`src/rtl/mrv_pkg.sv`:
```
// Shared constants and parser state type for the margin verify engine.
package mrv_pkg;
    localparam logic [15:0] MRV_OPCODE = 16'b1110000000000001;
    localparam logic [7:0]  ERR_POWER  = 8'h0B;
    localparam logic [7:0]  ERR_OTHER  = 8'h00;
    localparam logic [1:0]  BANK_RSV   = 2'b00;

    typedef enum logic [2:0] {
        P_OP, P_BANK, P_PTR, P_LEN, P_MASK, P_HDL, P_DONE, P_SKIP
    } pstate_t;
endpackage

```
`src/rtl/mrv_ebv.sv`:
```
// Extensible bit vector decoder.
// Each block carries an extension flag followed by BLK_W-1 data bits, MSB first.
// Assumes the caller feeds bits only while the pointer field is being received.
// The caller also clears the decoder between frames.
module mrv_ebv #(
    parameter int BLK_MAX = 3,
    parameter int BLK_W   = 8,
    localparam int VAL_W  = BLK_MAX * (BLK_W - 1)
) (
    input  logic             clk,
    input  logic             rst_n,
    input  logic             clr,
    input  logic             bit_vld,
    input  logic             bit_in,
    output logic [VAL_W-1:0] val,
    output logic             done,
    output logic             ovf
);
    localparam int CW = $clog2(BLK_W);
    localparam int NW = $clog2(BLK_MAX + 1);

    logic [CW-1:0] bpos;
    logic [NW-1:0] nblk;
    logic          ext;
    logic          last;

    // End-of-block detection and the done / overflow outcome of a block
    always_comb begin
        last = bit_vld && (bpos == CW'(BLK_W - 1));
        done = last && !ext;
        ovf  = last && ext && (nblk == NW'(BLK_MAX - 1));
    end

    // Capture the extension flag and shift in data bits
    always_ff @(posedge clk) begin
        if (!rst_n || clr) begin
            bpos <= '0;
            nblk <= '0;
            ext  <= 1'b0;
            val  <= '0;
        end else if (bit_vld) begin
            if (bpos == '0) ext <= bit_in;
            else            val <= {val[VAL_W-2:0], bit_in};
            bpos <= last ? '0 : bpos + 1'b1;
            if (last) nblk <= nblk + 1'b1;
        end
    end

    // the decoded value changes only when a bit arrives
    p_val_hold_r4: assert property (@(posedge clk) disable iff (!rst_n)
        (!bit_vld && !clr) |=> $stable(val));
endmodule

```
`src/rtl/mrv_margin_acc.sv`:
```
// Streams the mask against memory.
// For each mask bit it drives address base+index and compares the returned bit,
// and it records any mismatch or weak margin in a sticky flag.
// Assumes a same-cycle (combinational) margin read port and a base held stable during the mask.
module mrv_margin_acc #(
    parameter int ADDR_W = 21,
    parameter int LEN_W  = 8
) (
    input  logic              clk,
    input  logic              rst_n,
    input  logic              clr,
    input  logic [ADDR_W-1:0] base,
    input  logic              step,
    input  logic              mask_bit,
    input  logic              mem_bit,
    input  logic              mem_margin_ok,
    output logic [ADDR_W-1:0] addr,
    output logic              bad
);
    logic [LEN_W-1:0] idx;

    // Current bit address
    assign addr = base + ADDR_W'(idx);

    // Advance the index and accumulate failures
    always_ff @(posedge clk) begin
        if (!rst_n || clr) begin
            idx <= '0;
            bad <= 1'b0;
        end else if (step) begin
            idx <= idx + 1'b1;
            if ((mask_bit != mem_bit) || !mem_margin_ok) bad <= 1'b1;
        end
    end

    // consecutive mask bits address consecutive memory bits
    p_addr_step_r3: assert property (@(posedge clk) disable iff (!rst_n)
        (step && !clr) |=> (addr == $past(addr) + 1'b1) || clr);
    // a failure stays recorded until the frame is cleared
    p_bad_sticky_r9: assert property (@(posedge clk) disable iff (!rst_n)
        (bad && !clr) |=> bad);
endmodule

```
`src/rtl/mrv_reply.sv`:
```
// Final decision and reply register.
// Silent conditions are checked first, then power, then lock or mask failure; otherwise the command passes.
// Assumes fire is a single-cycle strobe at the end of a fully parsed frame.
module mrv_reply
    import mrv_pkg::*;
#(
    parameter int HDL_W = 16
) (
    input  logic             clk,
    input  logic             rst_n,
    input  logic             fire,
    input  logic             crc_ok,
    input  logic             len_zero,
    input  logic             hdl_match,
    input  logic             tag_active,
    input  logic             pwr_good,
    input  logic             lock_hit,
    input  logic             mask_bad,
    input  logic [HDL_W-1:0] hdl,
    output logic             rsp_vld,
    output logic             rsp_hdr,
    output logic [7:0]       rsp_code,
    output logic [HDL_W-1:0] rsp_handle
);
    logic silent;

    // Conditions under which the command gets no reply at all
    assign silent = !crc_ok || len_zero || !hdl_match || !tag_active;

    // Register the reply for one cycle
    always_ff @(posedge clk) begin
        if (!rst_n) begin
            rsp_vld    <= 1'b0;
            rsp_hdr    <= 1'b0;
            rsp_code   <= '0;
            rsp_handle <= '0;
        end else begin
            rsp_vld <= fire && !silent;
            if (fire && !silent) begin
                rsp_handle <= hdl;
                if (!pwr_good) begin
                    rsp_hdr  <= 1'b1;
                    rsp_code <= ERR_POWER;
                end else if (lock_hit || mask_bad) begin
                    rsp_hdr  <= 1'b1;
                    rsp_code <= ERR_OTHER;
                end else begin
                    rsp_hdr  <= 1'b0;
                    rsp_code <= 8'h00;
                end
            end
        end
    end

    // a pass never follows low power, a lock hit or a failed mask
    p_pass_clean_r11: assert property (@(posedge clk) disable iff (!rst_n)
        (rsp_vld && !rsp_hdr) |-> ($past(pwr_good) && !$past(lock_hit) && !$past(mask_bad)));
    // the power error only follows a low supply
    p_power_err_r8: assert property (@(posedge clk) disable iff (!rst_n)
        (rsp_vld && rsp_hdr && rsp_code == ERR_POWER) |-> !$past(pwr_good));
    // a foreign handle stays silent
    p_foreign_handle_r6: assert property (@(posedge clk) disable iff (!rst_n)
        (fire && !hdl_match) |=> !rsp_vld);
endmodule

```
`src/rtl/mrv_engine.sv`:
```
// Margin verify command engine, top level.
// Parses a bit-serial command (opcode, bank, extensible-bit-vector pointer, length, mask, handle),
// streams the mask against a margin-mode memory port, and issues a pass, an error or no reply.
// Assumes cmd_end never coincides with cmd_vld and that the CRC is judged outside (crc_ok).
module mrv_engine
    import mrv_pkg::*;
#(
    parameter int EBV_BLOCKS = 3,
    parameter int EBV_BLK_W  = 8,
    parameter int LEN_W      = 8,
    parameter int HDL_W      = 16,
    localparam int ADDR_W    = EBV_BLOCKS * (EBV_BLK_W - 1)
) (
    input  logic              clk,
    input  logic              rst_n,
    input  logic              cmd_vld,
    input  logic              cmd_bit,
    input  logic              cmd_end,
    input  logic              crc_ok,
    input  logic              tag_active,
    input  logic [HDL_W-1:0]  cur_handle,
    input  logic              pwr_good,
    input  logic              rsv_rd_lock,
    output logic              mem_rd,
    output logic [1:0]        mem_bank,
    output logic [ADDR_W-1:0] mem_addr,
    input  logic              mem_bit,
    input  logic              mem_margin_ok,
    output logic              rsp_vld,
    output logic              rsp_hdr,
    output logic [7:0]        rsp_code,
    output logic [HDL_W-1:0]  rsp_handle
);
    localparam int OP_W = $bits(MRV_OPCODE);

    pstate_t           st;
    logic [LEN_W-1:0]  fcnt;
    logic [OP_W-1:0]   op;
    logic [1:0]        bank;
    logic [LEN_W-1:0]  len;
    logic [HDL_W-1:0]  hdl;
    logic [ADDR_W-1:0] ptr;
    logic              ebv_done, ebv_ovf, mask_bad, fire;
    logic [OP_W-1:0]   op_nxt;
    logic [LEN_W-1:0]  len_nxt;

    // Shift values as they will look once the current bit is taken
    assign op_nxt  = {op[OP_W-2:0], cmd_bit};
    assign len_nxt = {len[LEN_W-2:0], cmd_bit};

    // Field parser state machine
    always_ff @(posedge clk) begin
        if (!rst_n) begin
            st   <= P_OP;
            fcnt <= '0;
            op   <= '0;
            bank <= '0;
            len  <= '0;
            hdl  <= '0;
        end else if (cmd_end) begin
            st   <= P_OP;
            fcnt <= '0;
        end else if (cmd_vld) begin
            case (st)
                P_OP: begin
                    op <= op_nxt;
                    if (fcnt == LEN_W'(OP_W - 1)) begin
                        fcnt <= '0;
                        st   <= (op_nxt == MRV_OPCODE) ? P_BANK : P_SKIP;
                    end else fcnt <= fcnt + 1'b1;
                end
                P_BANK: begin
                    bank <= {bank[0], cmd_bit};
                    if (fcnt == LEN_W'(1)) begin
                        fcnt <= '0;
                        st   <= P_PTR;
                    end else fcnt <= fcnt + 1'b1;
                end
                P_PTR: begin
                    if (ebv_ovf)       st <= P_SKIP;
                    else if (ebv_done) st <= P_LEN;
                end
                P_LEN: begin
                    len <= len_nxt;
                    if (fcnt == LEN_W'(LEN_W - 1)) begin
                        fcnt <= '0;
                        st   <= (len_nxt == '0) ? P_HDL : P_MASK;
                    end else fcnt <= fcnt + 1'b1;
                end
                P_MASK: begin
                    if (fcnt == len - 1'b1) begin
                        fcnt <= '0;
                        st   <= P_HDL;
                    end else fcnt <= fcnt + 1'b1;
                end
                P_HDL: begin
                    hdl <= {hdl[HDL_W-2:0], cmd_bit};
                    if (fcnt == LEN_W'(HDL_W - 1)) begin
                        fcnt <= '0;
                        st   <= P_DONE;
                    end else fcnt <= fcnt + 1'b1;
                end
                P_DONE:  st <= P_SKIP;
                default: st <= P_SKIP;
            endcase
        end
    end

    mrv_ebv #(.BLK_MAX(EBV_BLOCKS), .BLK_W(EBV_BLK_W)) u_ebv (
        .clk(clk), .rst_n(rst_n), .clr(cmd_end),
        .bit_vld(cmd_vld && st == P_PTR), .bit_in(cmd_bit),
        .val(ptr), .done(ebv_done), .ovf(ebv_ovf)
    );

    // One margin read per mask bit
    assign mem_rd   = cmd_vld && (st == P_MASK);
    assign mem_bank = bank;

    mrv_margin_acc #(.ADDR_W(ADDR_W), .LEN_W(LEN_W)) u_acc (
        .clk(clk), .rst_n(rst_n), .clr(cmd_end), .base(ptr),
        .step(mem_rd), .mask_bit(cmd_bit), .mem_bit(mem_bit),
        .mem_margin_ok(mem_margin_ok), .addr(mem_addr), .bad(mask_bad)
    );

    // Decision is taken only when a complete frame ends
    assign fire = cmd_end && (st == P_DONE);

    mrv_reply #(.HDL_W(HDL_W)) u_reply (
        .clk(clk), .rst_n(rst_n), .fire(fire), .crc_ok(crc_ok),
        .len_zero(len == '0), .hdl_match(hdl == cur_handle),
        .tag_active(tag_active), .pwr_good(pwr_good),
        .lock_hit(rsv_rd_lock && bank == BANK_RSV), .mask_bad(mask_bad),
        .hdl(hdl), .rsp_vld(rsp_vld), .rsp_hdr(rsp_hdr),
        .rsp_code(rsp_code), .rsp_handle(rsp_handle)
    );

    // the reply is a single-cycle pulse that follows a frame end
    p_pulse_r11: assert property (@(posedge clk) disable iff (!rst_n)
        rsp_vld |=> !rsp_vld);
    p_after_end_r11: assert property (@(posedge clk) disable iff (!rst_n)
        rsp_vld |-> $past(cmd_end));
    // an inactive tag never replies
    p_inactive_r7: assert property (@(posedge clk) disable iff (!rst_n)
        (cmd_end && !tag_active) |=> !rsp_vld);
    // a zero length never replies
    p_len_zero_r5: assert property (@(posedge clk) disable iff (!rst_n)
        (cmd_end && len == '0) |=> !rsp_vld);
endmodule

```
`config.mk`:
```
export PLATFORM = sky130hd
export DESIGN_NAME = mrv_engine
export DESIGN_NICKNAME = d
export VERILOG_FILES = /design/src/rtl/mrv_pkg.sv /design/src/rtl/mrv_ebv.sv /design/src/rtl/mrv_margin_acc.sv /design/src/rtl/mrv_reply.sv /design/src/rtl/mrv_engine.sv
export SDC_FILE = /design/constraint.sdc
export NUM_CORES = 1
export LEC_CHECK = 0
export CORE_MARGIN = 4
export CORE_UTILIZATION = 50
export DETAILED_ROUTE_END_ITERATION = 10
export PLACE_DENSITY_LB_ADDON = 0.3
export SLEW_MARGIN = 0
export SYNTH_ARGS = -nofsm -noshare
export SYNTH_HDL_FRONTEND = slang
export SYNTH_HIERARCHICAL = 1
export SYNTH_SLANG_ARGS = --single-unit
```
`constraint.sdc`:
```
create_clock -name clk -period 3.8 [get_ports clk]
set_input_delay 0.95 -clock clk [delete_from_list [all_inputs] [get_ports clk]]
set_output_delay 0.95 -clock clk [all_outputs]
set_load 0.02 [all_outputs]
```
== Word-level counts from Yosys, hierarchy flattened ==
Cells that the tools add are included.
Word-level totals
  output and inout bits: 50
  input bits: 27
  memory bits (read-only): 0
  RAM bits: 0
  logic and storage cells: 105
  memories: 0
  flip-flop bits (word level): 114
  bits in latches: 0
Cells by class
  multipliers: 0
  multiplexer cells: 19
  equality and inequality tests: 21
  $lt $le $gt $ge: 0
  divide/modulo/power cells: 0
  $add $sub $neg: 6
  bitwise logic cells: 3
  reduce and logical (&&, ||, !) cells: 40
  shift operators: 0
Operators with widths (number)
  $mux W8: 4
  $pmux W8 S4: 1
  $mux W3: 9
  $add A21 B8 Y21: 1
  $pmux W3 S6: 1
  $add A8 B1 Y8 const B: 2
  $eq A16 B16 Y1: 1
  $eq A16 B16 Y1 const B: 1
  $logic_not A8 Y1: 2
  $eq A3 B3 Y1 const B: 4
  $reduce_and A3 Y1: 4
  $ne A2 B2 Y1 const B: 5
  $reduce_and A2 Y1: 5
  $logic_and A1 B1 Y1: 9
  $eq A8 B1 Y1 const B: 1
  $eq A8 B3 Y1 const B: 1
  $eq A8 B4 Y1 const B: 1
  $eq A8 B8 Y1: 1
  $sub A8 B1 Y8 const B: 1
  $logic_not A1 Y1: 7
  $reduce_and A7 Y1: 1
  $eq A3 B2 Y1 const B: 2
  $logic_not A3 Y1: 2
  $logic_or A1 B1 Y1: 6
  other kinds (12): 17

== Longest topological paths before layout ==
  word-level depth: 7
  gate-level depth with buffers: 9
  gate-level depth less buffers: 8

== Modules after synthesis ==
The synthesis kept the hierarchy.
Modules (own cells, without submodules)
  mrv_engine: cells an instance 338, times used 1, seq. area each 1041.0 sq um, area an instance 2852.7 sq um
  mrv_ebv: cells an instance 107, times used 1, seq. area each 540.5 sq um, area an instance 1102.3 sq um
  mrv_margin_acc: cells an instance 111, times used 1, seq. area each 180.2 sq um, area an instance 948.4 sq um
  mrv_reply: cells an instance 91, times used 1, seq. area each 380.4 sq um, area an instance 849.6 sq um

== Worst setup path before layout ==
Ideal clock, no wire load.
  path type: register to output
  start: reg u_acc.idx[0]
  end: out mem_addr[14]
  data required time: 2.850 ns
  data arrival time: 2.189 ns
  path slack: 0.661 ns
  stages on the path, launching flop included: 8
  path buffers: 0
  path through: dfxtp_1 -> ha_1 -> fa_1 -> a211oi_1 -> o21ai_2 -> o2111a_2 -> and3_1 -> xor2_1
Between the ends
  cells in the longest elaborated chain, start to end: 1
RTL lines
  start, declared: line mrv_margin_acc.sv:20  | logic [LEN_W-1:0] idx;
  start signal, assigned: line mrv_margin_acc.sv:31  | idx <= idx + 1'b1;
  $add A21 B8 Y21: line mrv_margin_acc.sv:23  | assign addr = base + ADDR_W'(idx);
  end, declared: line mrv_engine.sv:26  | output logic [ADDR_W-1:0] mem_addr,
Every way passes these cells.

== Worst setup path in the final report ==
  start: reg u_acc.idx[0]
  end: out mem_addr[20]
The elaborated chain is that of the path after synthesis.

==> impl_metrics.py <==
metrics = {
    "route": {
        "vias_per_cell": 5.412,
        "vias": 4568,
        "ant_nets": 0,
        "drt_iter0_drc": 281,
        "routed_wl_um": 12310,
        "post_drt_wl_per_cell_um": 14.58,
        "dr.pass1.iters": 4,
        "drc_errors": 0,
    },
    "outcome": {
        "status": "complete, no violations",
    },
    "finish": {
        "multiInputGateArea_mm2": 0.003341,
        "instances_no_fill": 844,
        "drive_above_1_share": 0.07244,
        "synthToLayoutAreaGrowth_pct": 17.53,
        "nFillCells": 959,
        "fin_util": 0.6130,
        "seqCellArea_mm2": 0.002142,
        "layout.nets": 744,
        "n_antenna_cell": 0,
    },
    "run": {
        "cap_viol_max_count": 0,
    },
    "timing": {
        "min_period_ns": 3.663,
        "timing.final.crit_share": 0.9639,
        "finalSetupViolCount": 0,
        "tightest_slew_ns": 0.8613,
        "finalHoldViolations": 0,
        "drv_slew": 0,
        "max_freq_mhz": 273.0,
        "tns_ns": 0,
        "skew_ns": 0.005922,
        "relSlewSlack": 0.4258,
        "rsz0062_at_grt": "false",
    },
    "cts": {
        "clk_pin_slew_ns": 0.07,
        "cts.path.max_buffers": 2,
        "cts_hold_buf": 0,
        "cts_tree": "yes",
        "worstSkewPairLatency_ns": 0.35,
        "cts_setup_buffers": 0,
        "cts-buffers-inserted": 9,
        "cts_num_sinks": 107,
        "clockRootBuffer": "clkbuf_16",
        "cts_max_level": 3,
    },
    "hold_path": {
        "min_path_cells": 2,
        "hold_path.class": "register to register",
    },
    "logic_synthesis": {
        "synthTopCellsByCount": "nand2_1, dfxtp_1, mux2i_1",
        "synth_area_leader_cell": "dfxtp_1",
        "synth-seq-cells": 107,
        "ys_async_sr_fraction": 0,
        "yosysMostFrequentCell": "nand2_1",
        "syn_inst": 647,
        "yosys_warnings": 6,
        "synth.cell_area_mm2": 0.005753,
        "synthFlopType": "dfxtp_1",
        "synthDistinctLibCells": 78,
        "syn_area_per_cell_um2": 8.892,
        "yosysSeqAreaShare": 0.3723,
        "synthTopCellsByArea": "dfxtp_1, nand2_1, mux2i_1, xnor2_1, a21boi_0",
        "yosysTopAreaCellShare": 0.3723,
        "synth_edf_count": 0,
    },
    "setup_path": {
        "critical_path.max_fanout": 5,
        "start_kind": "register",
        "worstPathArrival_ns": 2.71,
        "crit_path_end_kind": "output port",
        "worstPathRequired_ns": 2.85,
        "r2r_cells": 8,
        "path_class": "register to output port",
    },
    "global_routing": {
        "antenna_found_initial": 0,
        "grt_max_degree": 50,
        "grt_overflow": 0,
        "track_usage": 0.1921,
        "grt_pass1_vias": 4404,
        "grt_pass1_wl_um": 20660,
    },
    "die": {
        "io_pins": 77,
        "fp-row-count": 38,
        "die_area_mm2": 0.01329,
        "initial_utilization": 0.5216,
        "core_mm2": 0.01103,
        "die_h_um": 115.3,
        "fp.dieW_um": 115.3,
    },
    "placement": {
        "io_buffers": 71,
        "globalplace.congestion": 0.8142,
        "dp_hpwl_um": 9018,
        "dp_cells": 828,
    },
    "pwr": {
        "ir_worst_vdd_v": 0.0003234,
        "total_power_mw": 2.225,
        "p_leak_nw": 2.614,
        "power_density_mw_per_mm2": 329.1,
    },
}
==> worst max-delay path: stages (launching register included) <==
cell	delay, ns
dfxtp_1	0.35
ha_1	0.25
fa_1	0.45
a211oi_2	0.28
o21ai_2	0.14
o2111a_2	0.31
nand3_1	0.12
xnor2_1	0.12
dlygate4sd2_1	0.35
==> cells in the final DEF (no fill, tap or decap), types with 10 or more instances in the layout <==
cell type and instances:
a21boi_0 35, a21oi_1 15, and3_1 10, clkdlybuf4s50_1 59
dfxtp_1 107, ha_1 16, inv_1 11, mux2i_1 49
nand2_1 148, nand2b_1 11, nand3_1 11, nor2_1 28
nor2b_1 11, xnor2_1 32, xor2_1 22
==> report_power, final <==
group	total [mW]	internal, mW	switching (mW)	leakage [nW]
sequential	1.12	1.12	0.00162	0.862
clock	1.01	0.595	0.414	0.159
combinational	0.0924	0.0429	0.0495	1.59
total	2.22	1.76	0.465	2.61
==> final cells by class <==
type | count | area share
Multi-Input combinational cell | 495 | 0.4941
Sequential cell | 107 | 0.3168
Timing Repair Buffer | 75 | 0.1090
Clock buffer | 10 | 0.03534
Tap cell | 140 | 0.02591
Clock inverter | 6 | 0.01277
Inverter | 11 | 0.006107
==> per-layer routing <==
metal  global-route usage  share of wire  vias to the layer above
li1                     -              -                     2312
met4              0.05321          0.014                        0
met3              0.05158          0.051                       17
met1               0.2404           0.45                     2146
met2               0.3264           0.49                       93
met5                    0              0                        -
==> flip-flops by register name (all words and copies together), names as in the netlist <==
register            cells
fcnt                    8
u_reply/rsp_code        1
hdl                    16
len                     8
u_acc/bad               1
u_reply/rsp_vld         1
u_acc/idx               8
u_ebv/bpos              3
mem_bank                2
u_reply/rsp_handle     16
u_ebv/nblk              2
u_reply/rsp_hdr         1
u_ebv/ext               1
st                      3
op                     15
u_ebv/val              21
==> stage by stage <==
step / cell area, µm² / setup slack, ns / hold WS (ns)
5_1_grt: 6761 / 0.009484 / 0.4768
2_1_floorplan: 5768 / 0.6614 / 0.4393
3_3_place_gp: 6415 / 0.1730 / 0.4417
4_1_cts: 6734 / 0.009943 / 0.4610
3_5_place_dp: 6415 / 0.1197 / 0.4510
6_report: 6761 / 0.1371 / 0.4574
==> cells by family after synthesis <==
group | count (synthesis) | synth area share
AND/OR/NAND/NOR | 266 | 0.2290
flip-flops | 107 | 0.3723
AO/OA/AOI/OAI | 102 | 0.1351
XOR/XNOR | 54 | 0.08221
multiplexers | 50 | 0.08721
buffers and inverters | 49 | 0.05307
adder cells (fa/ha/maj) | 18 | 0.04045
other | 1 | 0.0006518
==> final timing paths <==
kind	from	slack, ns	end
min	u_reply/rsp_handle[10]	0.46	u_reply/rsp_handle[10]
min reg2reg	u_reply/rsp_handle[10]	0.46	u_reply/rsp_handle[10]
max reg2reg	st[1]	1.55	st[0]
max	u_acc/idx[0]	0.14	mem_addr[20]
==> repair_timing <==
item | CTS | global route
endpoints found under the hold margin | 0 | 0
resized for setup | 5 | 14
endpoints found under the setup margin | 5 | 10
(Power assumes the default switching activity.)
